## src/rtl/dma_resp_queue_pkg.sv

```systemverilog
package dma_resp_queue_pkg;

  localparam int STAT_W = 9;   // error code 8 bits + early flag

  typedef struct packed {
    logic push;       // store the incoming record at the tail
    logic pop;        // retire the head record
    logic rdBytes;    // load head byte count into read register
    logic rdStatus;   // load head status into read register
    logic rdZero;     // load zero into read register
  } respStrb_t;

endpackage

```

## src/rtl/dma_resp_queue_ctrl.sv

```systemverilog
module dma_resp_queue_ctrl
  import dma_resp_queue_pkg::*;
#(
  parameter int DEPTH  = 8,
  parameter int ADDR_W = 3,
  parameter int CNT_W  = $clog2(DEPTH + 1),
  parameter logic [ADDR_W-1:0] OFS_BYTES  = 'h0,
  parameter logic [ADDR_W-1:0] OFS_STATUS = 'h4
) (
  input  logic              clk,
  input  logic              rstN,
  input  logic              pushValid,
  input  logic              rdEn,
  input  logic [ADDR_W-1:0] rdAddr,
  output respStrb_t         strb,
  output logic [CNT_W-1:0]  fillLevel,
  output logic              empty,
  output logic              full,
  output logic              overflow
);

  localparam logic [CNT_W-1:0] CNT_FULL = CNT_W'(DEPTH);
  localparam logic [CNT_W-1:0] CNT_ONE  = CNT_W'(1);

  logic [CNT_W-1:0] count;
  logic             armed;
  logic             hasHead;

  assign hasHead = (count != '0);

  always_comb begin
    strb          = '0;
    strb.rdBytes  = rdEn && hasHead && (rdAddr == OFS_BYTES);
    strb.rdStatus = rdEn && hasHead && (rdAddr == OFS_STATUS);
    strb.rdZero   = rdEn && !(strb.rdBytes || strb.rdStatus);
    strb.pop      = strb.rdStatus && armed;
    strb.push     = pushValid && (count != CNT_FULL);
  end

  always_ff @(posedge clk) begin
    if (!rstN) begin
      count    <= '0;
      armed    <= 1'b0;
      overflow <= 1'b0;
    end else begin
      case ({strb.push, strb.pop})
        2'b10:   count <= count + CNT_ONE;
        2'b01:   count <= count - CNT_ONE;
        default: count <= count;
      endcase
      if (strb.pop)
        armed <= 1'b0;
      else if (strb.rdBytes)
        armed <= 1'b1;
      if (pushValid && (count == CNT_FULL))
        overflow <= 1'b1;
    end
  end

  assign fillLevel = count;
  assign empty     = !hasHead;
  assign full      = (count == CNT_FULL);

endmodule

```

## src/rtl/dma_resp_queue_dp.sv

```systemverilog
module dma_resp_queue_dp
  import dma_resp_queue_pkg::*;
#(
  parameter int DEPTH = 8,
  parameter int PTR_W = (DEPTH > 1) ? $clog2(DEPTH) : 1
) (
  input  logic        clk,
  input  logic        rstN,
  input  respStrb_t   strb,
  input  logic [31:0] pushBytes,
  input  logic [7:0]  pushErr,
  input  logic        pushEarly,
  output logic [31:0] rdData
);

  localparam logic [PTR_W-1:0] PTR_LAST = PTR_W'(DEPTH - 1);
  localparam logic [PTR_W-1:0] PTR_ONE  = PTR_W'(1);

  logic [PTR_W-1:0]  wrPtr;
  logic [PTR_W-1:0]  rdPtr;
  logic [31:0]       slotBytes [DEPTH];
  logic [STAT_W-1:0] slotStat  [DEPTH];

  function automatic logic [PTR_W-1:0] nextPtr(input logic [PTR_W-1:0] p);
    return (p == PTR_LAST) ? '0 : p + PTR_ONE;
  endfunction

  for (genvar gi = 0; gi < DEPTH; gi++) begin : g_slot
    always_ff @(posedge clk) begin
      if (strb.push && (wrPtr == PTR_W'(gi))) begin
        slotBytes[gi] <= pushBytes;
        slotStat[gi]  <= {pushEarly, pushErr};
      end
    end
  end

  always_ff @(posedge clk) begin
    if (!rstN) begin
      wrPtr  <= '0;
      rdPtr  <= '0;
      rdData <= '0;
    end else begin
      if (strb.push) wrPtr <= nextPtr(wrPtr);
      if (strb.pop)  rdPtr <= nextPtr(rdPtr);
      if (strb.rdBytes)
        rdData <= slotBytes[rdPtr];
      else if (strb.rdStatus)
        rdData <= {{(32 - STAT_W){1'b0}}, slotStat[rdPtr]};
      else if (strb.rdZero)
        rdData <= '0;
    end
  end

endmodule

```

## src/rtl/dma_resp_queue.sv

```systemverilog
module dma_resp_queue
  import dma_resp_queue_pkg::*;
#(
  parameter int DEPTH  = 8,
  parameter int ADDR_W = 3,
  parameter int CNT_W  = $clog2(DEPTH + 1)
) (
  input  logic              clk,
  input  logic              rstN,
  input  logic              pushValid,
  input  logic [31:0]       pushBytes,
  input  logic [7:0]        pushErr,
  input  logic              pushEarly,
  input  logic              rdEn,
  input  logic [ADDR_W-1:0] rdAddr,
  output logic [31:0]       rdData,
  output logic [CNT_W-1:0]  fillLevel,
  output logic              empty,
  output logic              full,
  output logic              overflow
);

  respStrb_t strb;

  dma_resp_queue_ctrl #(
    .DEPTH(DEPTH), .ADDR_W(ADDR_W), .CNT_W(CNT_W)
  ) u_ctrl (
    .clk(clk), .rstN(rstN), .pushValid(pushValid), .rdEn(rdEn),
    .rdAddr(rdAddr), .strb(strb), .fillLevel(fillLevel),
    .empty(empty), .full(full), .overflow(overflow)
  );

  dma_resp_queue_dp #(
    .DEPTH(DEPTH)
  ) u_dp (
    .clk(clk), .rstN(rstN), .strb(strb), .pushBytes(pushBytes),
    .pushErr(pushErr), .pushEarly(pushEarly), .rdData(rdData)
  );

endmodule

```

## config.mk

```make
export PLATFORM = sky130hd
export DESIGN_NAME = dma_resp_queue
export DESIGN_NICKNAME = d
export VERILOG_FILES = /design/src/rtl/dma_resp_queue_pkg.sv /design/src/rtl/dma_resp_queue_ctrl.sv /design/src/rtl/dma_resp_queue_dp.sv /design/src/rtl/dma_resp_queue.sv
export SDC_FILE = /design/constraint.sdc
export NUM_CORES = 1
export LEC_CHECK = 0
export ABC_AREA = 1
export CAP_MARGIN = 20
export CORE_MARGIN = 2
export CORE_UTILIZATION = 29
export CTS_CLUSTER_DIAMETER = 150
export DETAILED_ROUTE_END_ITERATION = 8
export DONT_BUFFER_PORTS = 1
export GPL_TIMING_DRIVEN = 0
export PLACE_DENSITY_LB_ADDON = 0.2
export SLEW_MARGIN = 10
export SYNTH_ARGS = -nofsm -noshare
export SYNTH_HDL_FRONTEND = slang
export SYNTH_SLANG_ARGS = --single-unit
```

## constraint.sdc

```tcl
create_clock -name clk -period 9.6 [get_ports clk]
set_input_delay 0.96 -clock clk [delete_from_list [all_inputs] [get_ports clk]]
set_output_delay 0.96 -clock clk [all_outputs]
set_load 0.1 [all_outputs]
```

==> results of run 1 <==
==> layout make-up <==
| type | instances | area, um^2 | area share (%) |
|---|---|---|---|
| clock inverters | 15 | 221 | 1.29 |
| repair buffers | 41 | 439 | 2.56 |
| inverters | 30 | 113 | 0.656 |
| clock buffers | 56 | 1140 | 6.66 |
| multi-input cells | 636 | 3280 | 19.1 |
| plain buffers | 75 | 353 | 2.05 |
| flip-flops and latches | 375 | 10800 | 62.8 |
| well taps | 664 | 831 | 4.84 |
==> flip-flops by register name, summed over array words and instances (netlist names), named ones only <==
| signal | flops |
|---|---|
| u_dp.slotBytes | 256 |
| u_dp.wrPtr | 3 |
| u_ctrl.armed | 1 |
| u_ctrl.overflow | 1 |
| u_dp.rdData | 32 |
| u_dp.rdPtr | 3 |
| u_dp.slotStat | 72 |
| u_ctrl.fillLevel | 4 |
==> worst max-delay path by stage <==
stage                             start                     to
global placement    u_ctrl.fillLevel[2]  u_dp.slotBytes[5][13]
floorplan           u_ctrl.fillLevel[2]   u_dp.slotBytes[0][0]
global route        u_ctrl.fillLevel[2]  u_dp.slotBytes[0][14]
finish              u_ctrl.fillLevel[2]  u_dp.slotBytes[0][14]
CTS                 u_ctrl.fillLevel[2]  u_dp.slotBytes[0][10]
detailed placement  u_ctrl.fillLevel[2]  u_dp.slotBytes[0][12]
==> power groups by stage <==
stage	combinational [mW]	clock, mW	sequential [mW]
global route	0.128	1.70	1.85
global placement	0.0910	0	1.90
finish	0.116	1.61	1.85
detailed placement	0.105	0	1.89
CTS	0.106	1.63	1.85
floorplan	0.0600	0	1.89
==> synth_stat cells <==
cell type / n
clkbuf_1: 46
nand2_1: 55
buf_1: 1
ha_1: 10
nor3b_4: 1
nor2_2: 2
buf_4: 7
inv_1: 27
o211a_1: 2
xor2_1: 3
o21ai_0: 140
nor2_1: 212
a211oi_1: 2
a21oi_1: 32
nand3_1: 56
nand4_1: 2
buf_6: 3
inv_2: 3
buf_2: 18
nor3_1: 6
o211ai_1: 36
o21ai_1: 29
edfxtp_1: 328
dfxtp_1: 47
o221ai_1: 46
nand2_2: 2
==> cell usage in the layout (no fill, tap or decap), types with 32 or more instances in the layout <==
| master | instances |
|---|---|
| edfxtp_1 | 328 |
| nand3_1 | 56 |
| clkbuf_16 | 42 |
| clkbuf_1 | 58 |
| dfxtp_1 | 47 |
| o221ai_1 | 46 |
| nor2_1 | 210 |
| o21ai_0 | 140 |
| nand2_1 | 55 |
| a21oi_1 | 32 |
| o211ai_1 | 36 |
==> kinds of logic after synthesis <==
family | count (synthesis) | synth area share [%]
flops | 375 | 74.5
simple gates | 336 | 9.45
compound gates | 287 | 11.8
buf+inv | 105 | 3.21
fa+ha+maj | 10 | 0.863
xor+xnor | 3 | 0.181
==> per-layer routing <==
| layer | track usage (%) | up-vias | routed length, um |
|---|---|---|---|
| li1 | - | 4285 | - |
| met1 | 23.0 | 4609 | 18900 |
| met2 | 25.8 | 279 | 19200 |
| met3 | 3.54 | 64 | 3160 |
| met4 | 5.12 | 0 | 981 |
| met5 | 0 | - | 0 |
==> metrics by stage <==
step / total power, mW / cells / utilization (%) / area, um^2
2_1_floorplan: 1.95 / 1116 / - / 14500
4_1_cts: 3.59 / 1888 / 34.8 / 17100
3_3_place_gp: 1.99 / 1780 / 31.2 / 15300
5_1_grt: 3.68 / 1892 / 34.9 / 17200
6_report: 3.57 / 1892 / 34.9 / 17200
3_5_place_dp: 1.99 / 1817 / 32.0 / 15700
==> worst max-delay path: cells and delay by family, from the launching register on <==
kind | cells | cell delay [ns]
buf+inv | 5 | 1.20
flops | 1 | 1.06
simple gates | 3 | 1.14
==> results.toml, run 1 <==
[status]
status = "completed"

[route]
ant_nets = 0
drt_iter0_drc = 893
vias = 9237
drc = 0
drt-pass1-iter-count = 5
wl_per_cell_um = 22.3
wl_um = 42200
avgViaCountPerCell = 4.88

[finish]
fin_nets = 1256
n_fill_cell = 4784
drive_above_1_share_pct = 11.3
syn_to_final_growth_pct = 18.5
n_antenna_cell = 0

[grt]
grt_max_degree = 21
antenna_found_initial = 0
grt_util_all_layers_pct = 16.5
grt_pass1_vias = 9046
grt_pass1_wl_um = 62000
grt_overflow = 0

[critical_path]
crit_arrival_ns = 3.94
slowest_stage = "dfxtp_1"
critPathMaxFanout = 10
cp_slowest_stage_delay_ns = 1.06
cp-start-kind = "flop"
r2r_slack_ns = 5.91
end_kind = "flop"
crit_type = "flop to flop"
worst_ep_required_time_ns = 9.84
r2r_end = "u_dp.slotBytes[0][14]"
crit_path_cell_trace = "inv_1, nand3_1, nand2_1, buf_2, nor3_2, buf_6, buf_4, buf_4"
cpMostUsedCell = "buf_4"
ff2ff_path_depth = 8
rr_startpoint = "u_ctrl.fillLevel[2]"

[synthesis]
syn_area_per_cell_um2 = 13.0
ys_ff_latch = 375
yosys.cell_types.count = 26
ys_seq_area_share_pct = 74.5
netlist_instances = 1116
syn_nets = 1174
syn-cell-area_um2 = 14500
yosysTopAreaCell = "edfxtp_1"
synth_top_area_share_pct = 68.0
yosys-top-cells-area = "edfxtp_1 (68%), dfxtp_1 (6.5%), nor2_1 (5.5%)"
yosys_warnings = 0

[clocking]
cts_inserted_buffers = 39
cts.clk_slew.worst_paths_ns = 0.06
cts_tree = "done"
clk_latency_ns = 0.54
htree_levels = 2
clockRootBuffer = "clkbuf_16"
cts_resized = 0
cts_setup_buffers = 0
cts.sinks = 375
postCtsHoldBufs = 0
cts_buffer_depth = 3

[power_and_ir_drop]
swShare_pct = 20.4
p_leak_nw = 5.64
power_frac_comb_pct = 3.3
ir_drop_mv = 0.103
powerDensity_nw_per_um2 = 208
p_sw_mw = 0.727
p_seq_share_pct = 51.8
clock_power_share_pct = 45.0
p_int_mw = 2.84

[sta]
finalHoldViolations = 0
fmax_mhz = 271
finalWorstSetupSlack_ns = 5.91
drv_slew = 0
tns_ns = 0
setup_viol = 0
rsz0062_at_grt = "false"
fin_crit_sh_pct = 38.5
hold_ws_ns = 0.497
worstMarginPinSlew_ns = 1.12
min_period_ns = 3.69
skew_ns = 0.0146
slew_headroom_pct = 25.3

[floorplanning]
boundaryPins = 87
rows = 81
die_area_um2 = 51800
core_um2 = 49200
die_h_um = 228
initial_core_util_pct = 29.5
chipWidth_um = 228

[placement]
io_buffers = 0
gp_congestion = 0.746
post-place-ws_ns = 5.87
post-dp-hpwl_um = 28600

[hold_path]
hold_path_end = "u_dp.rdPtr[1]"
hold_path_depth = 2
min_from = "u_dp.rdPtr[1]"
hp-class = "flop to flop"

[run]
maxCapViolations = 0
Note: power is estimated with default switching activity, not from simulation.
==> run 2, diff against run 1 <==
==> constraint.sdc (replaced) <==
create_clock -name clk -period 3.3 [get_ports clk]
set_input_delay 0.33 -clock clk [delete_from_list [all_inputs] [get_ports clk]]
set_output_delay 0.33 -clock clk [all_outputs]
set_load 0.1 [all_outputs]
==> run 2 against run 1 <==
Net effect:
- routed wire length is essentially flat
- largest power group unchanged
- core utilization up 1.1 points
- clock skew increased by 0.015 ns
- combinational power rose to 3.6 times the previous value
- global-route usage down 0.17 points
- sequential cell count unchanged
- cell count is 1.6% higher
- maximum frequency rose by 18%
- first-iteration DRC count decreased by 5.8%
- count of clock-buffer cells in the layout unchanged
==> results.toml, run 2 (synthesized netlist as in run 1, its figures left out) <==
[clocking]
htree_levels = 2
cts_tree = "done"
cts_setup_buffers = 0
cts.clk_slew.worst_paths_ns = 0.06
clockRootBuffer = "clkbuf_16"
cts_buffer_depth = 3
cts_inserted_buffers = 41
cts.sinks = 375
clk_latency_ns = 0.54

[critical_path]
rr_startpoint = "u_ctrl.fillLevel[2]"
crit_arrival_ns = 3.38
worst_ep_required_time_ns = 3.56
cp-start-kind = "flop"
startpoint = "u_ctrl.fillLevel[2]"
crit_type = "flop to flop"
critPathMaxFanout = 11
end_kind = "flop"
ff2ff_path_depth = 8

[placement]
gp_congestion = 0.759
post-dp-hpwl_um = 28100
io_buffers = 0
post-place-ws_ns = -0.208

[sta]
skew_ns = 0.0300
drv_slew = 0
fin_crit_sh_pct = 94.4
fmax_mhz = 321
tns_ns = 0
slew_headroom_pct = 27.7
rsz0062_at_grt = "false"
finalWorstSetupSlack_ns = 0.183
finalHoldViolations = 0
setup_viol = 0
hold_ws_ns = 0.145
min_period_ns = 3.12
worstMarginPinSlew_ns = 1.08

[power_and_ir_drop]
swShare_pct = 21.7
p_leak_nw = 5.83
clock_power_share_pct = 44.1
power_frac_comb_pct = 4.0
p_int_mw = 8.15
ir_drop_mv = 0.299
p_sw_mw = 2.26
p_seq_share_pct = 51.9
powerDensity_nw_per_um2 = 588

[finish]
largest_reg_flops = 256
layout_commonest_cell = "edfxtp_1"
final_cell_mix = "edfxtp_1 (328), nor2_1 (210), o21ai_0 (140)"
drive_above_1_share_pct = 11.0
largest-register = "u_dp.slotBytes"
syn_to_final_growth_pct = 22.2
fin_nets = 1283
reg_top3 = "u_dp.slotBytes: 256 flops, u_dp.slotStat: 72 flops, u_dp.rdData: 32 flops"

[run]
maxCapViolations = 0

[grt]
antenna_found_initial = 3
grtUsageMet3_pct = 2.93
met1_usage_pct = 22.5
grt_max_degree = 19
grt_util_all_layers_pct = 16.4
grt_pass1_wl_um = 61900
grt_overflow = 0
grt_use_met2_pct = 26.6
grt_pass1_vias = 9291
busiest_layer = "met2"

[route]
ant_nets = 0
drc = 0
drt-pass1-iter-count = 5
wl_per_cell_um = 21.9
avgViaCountPerCell = 4.93
vias = 9476
wl_um = 42200
drt_iter0_drc = 841

[status]
status = "completed"

[floorplanning]
rows = 81
die_h_um = 228
chipWidth_um = 228
core_um2 = 49200
die_area_um2 = 51800
initial_core_util_pct = 29.5
boundaryPins = 87

[hold_path]
min_from = "pushValid"
hp-class = "input port to flop"
hold_path_depth = 2
-- run 2: final timing paths --
kind / slack, ns / endpoint
worst max-delay path: 0.18 / u_dp.slotBytes[2][11]
worst min-delay path: 0.15 / u_dp.wrPtr[0]
worst max register to register: 0.18 / u_dp.slotBytes[2][11]
worst min register to register: 0.50 / u_dp.rdPtr[1]
-- run 2: routing by layer --
layer  up-vias  part of all wire [%]
li1       4345                     -
met1      4806                    45
met2       264                    47
met3        57                   6.0
met4         4                   1.7
met5         -                 0.043
-- run 2: power groups by stage --
stage / clock network (mW) / registers, mW / logic (mW)
floorplan: 0 / 5.49 / 0.178
global placement: 0 / 5.51 / 0.267
detailed placement: 0 / 5.50 / 0.332
CTS: 4.68 / 5.40 / 0.427
global route: 4.87 / 5.40 / 0.457
finish: 4.59 / 5.40 / 0.419
-- run 2: per-stage QoR --
step	cells	total power [mW]	util (%)	area (um^2)
6_report	1923	10.4	36.0	17700
3_3_place_gp	1780	5.78	31.2	15400
5_1_grt	1923	10.7	36.0	17700
2_1_floorplan	1116	5.67	-	14500
3_5_place_dp	1804	5.83	32.4	15900
4_1_cts	1922	10.5	36.0	17700
-- run 2: cell type report --
| cell class | instances | area [um^2] |
|---|---|---|
| Clock inverter | 20 | 158 |
| Inverter | 30 | 113 |
| Sequential cell | 375 | 10800 |
| Antenna cell | 1 | 2.50 |
| Tap cell | 664 | 831 |
| Fill cell | 4728 | 31500 |
| Buffer | 75 | 353 |
| Multi-Input combinational cell | 636 | 3320 |
| Clock buffer | 56 | 1200 |
| Timing Repair Buffer | 66 | 928 |
-- run 2: worst max-delay path, stage by stage (launching register included) --
cell     delay, ns
dfxtp_2       0.70
inv_1         0.13
nand3_1       0.18
nand2_1       0.21
buf_2         0.32
nor3_4        0.70
buf_16        0.23
buf_16        0.17
buf_16        0.16
-- run 2: what timing repair did --
| action | 4_1_cts | 5_1_grt |
|---|---|---|
| endpoints found under the setup margin | 44 | 3 |
| resized for setup | 3 | 1 |
| hold endpoints to repair | 330 | 0 |
| hold buffers | 42 | 0 |
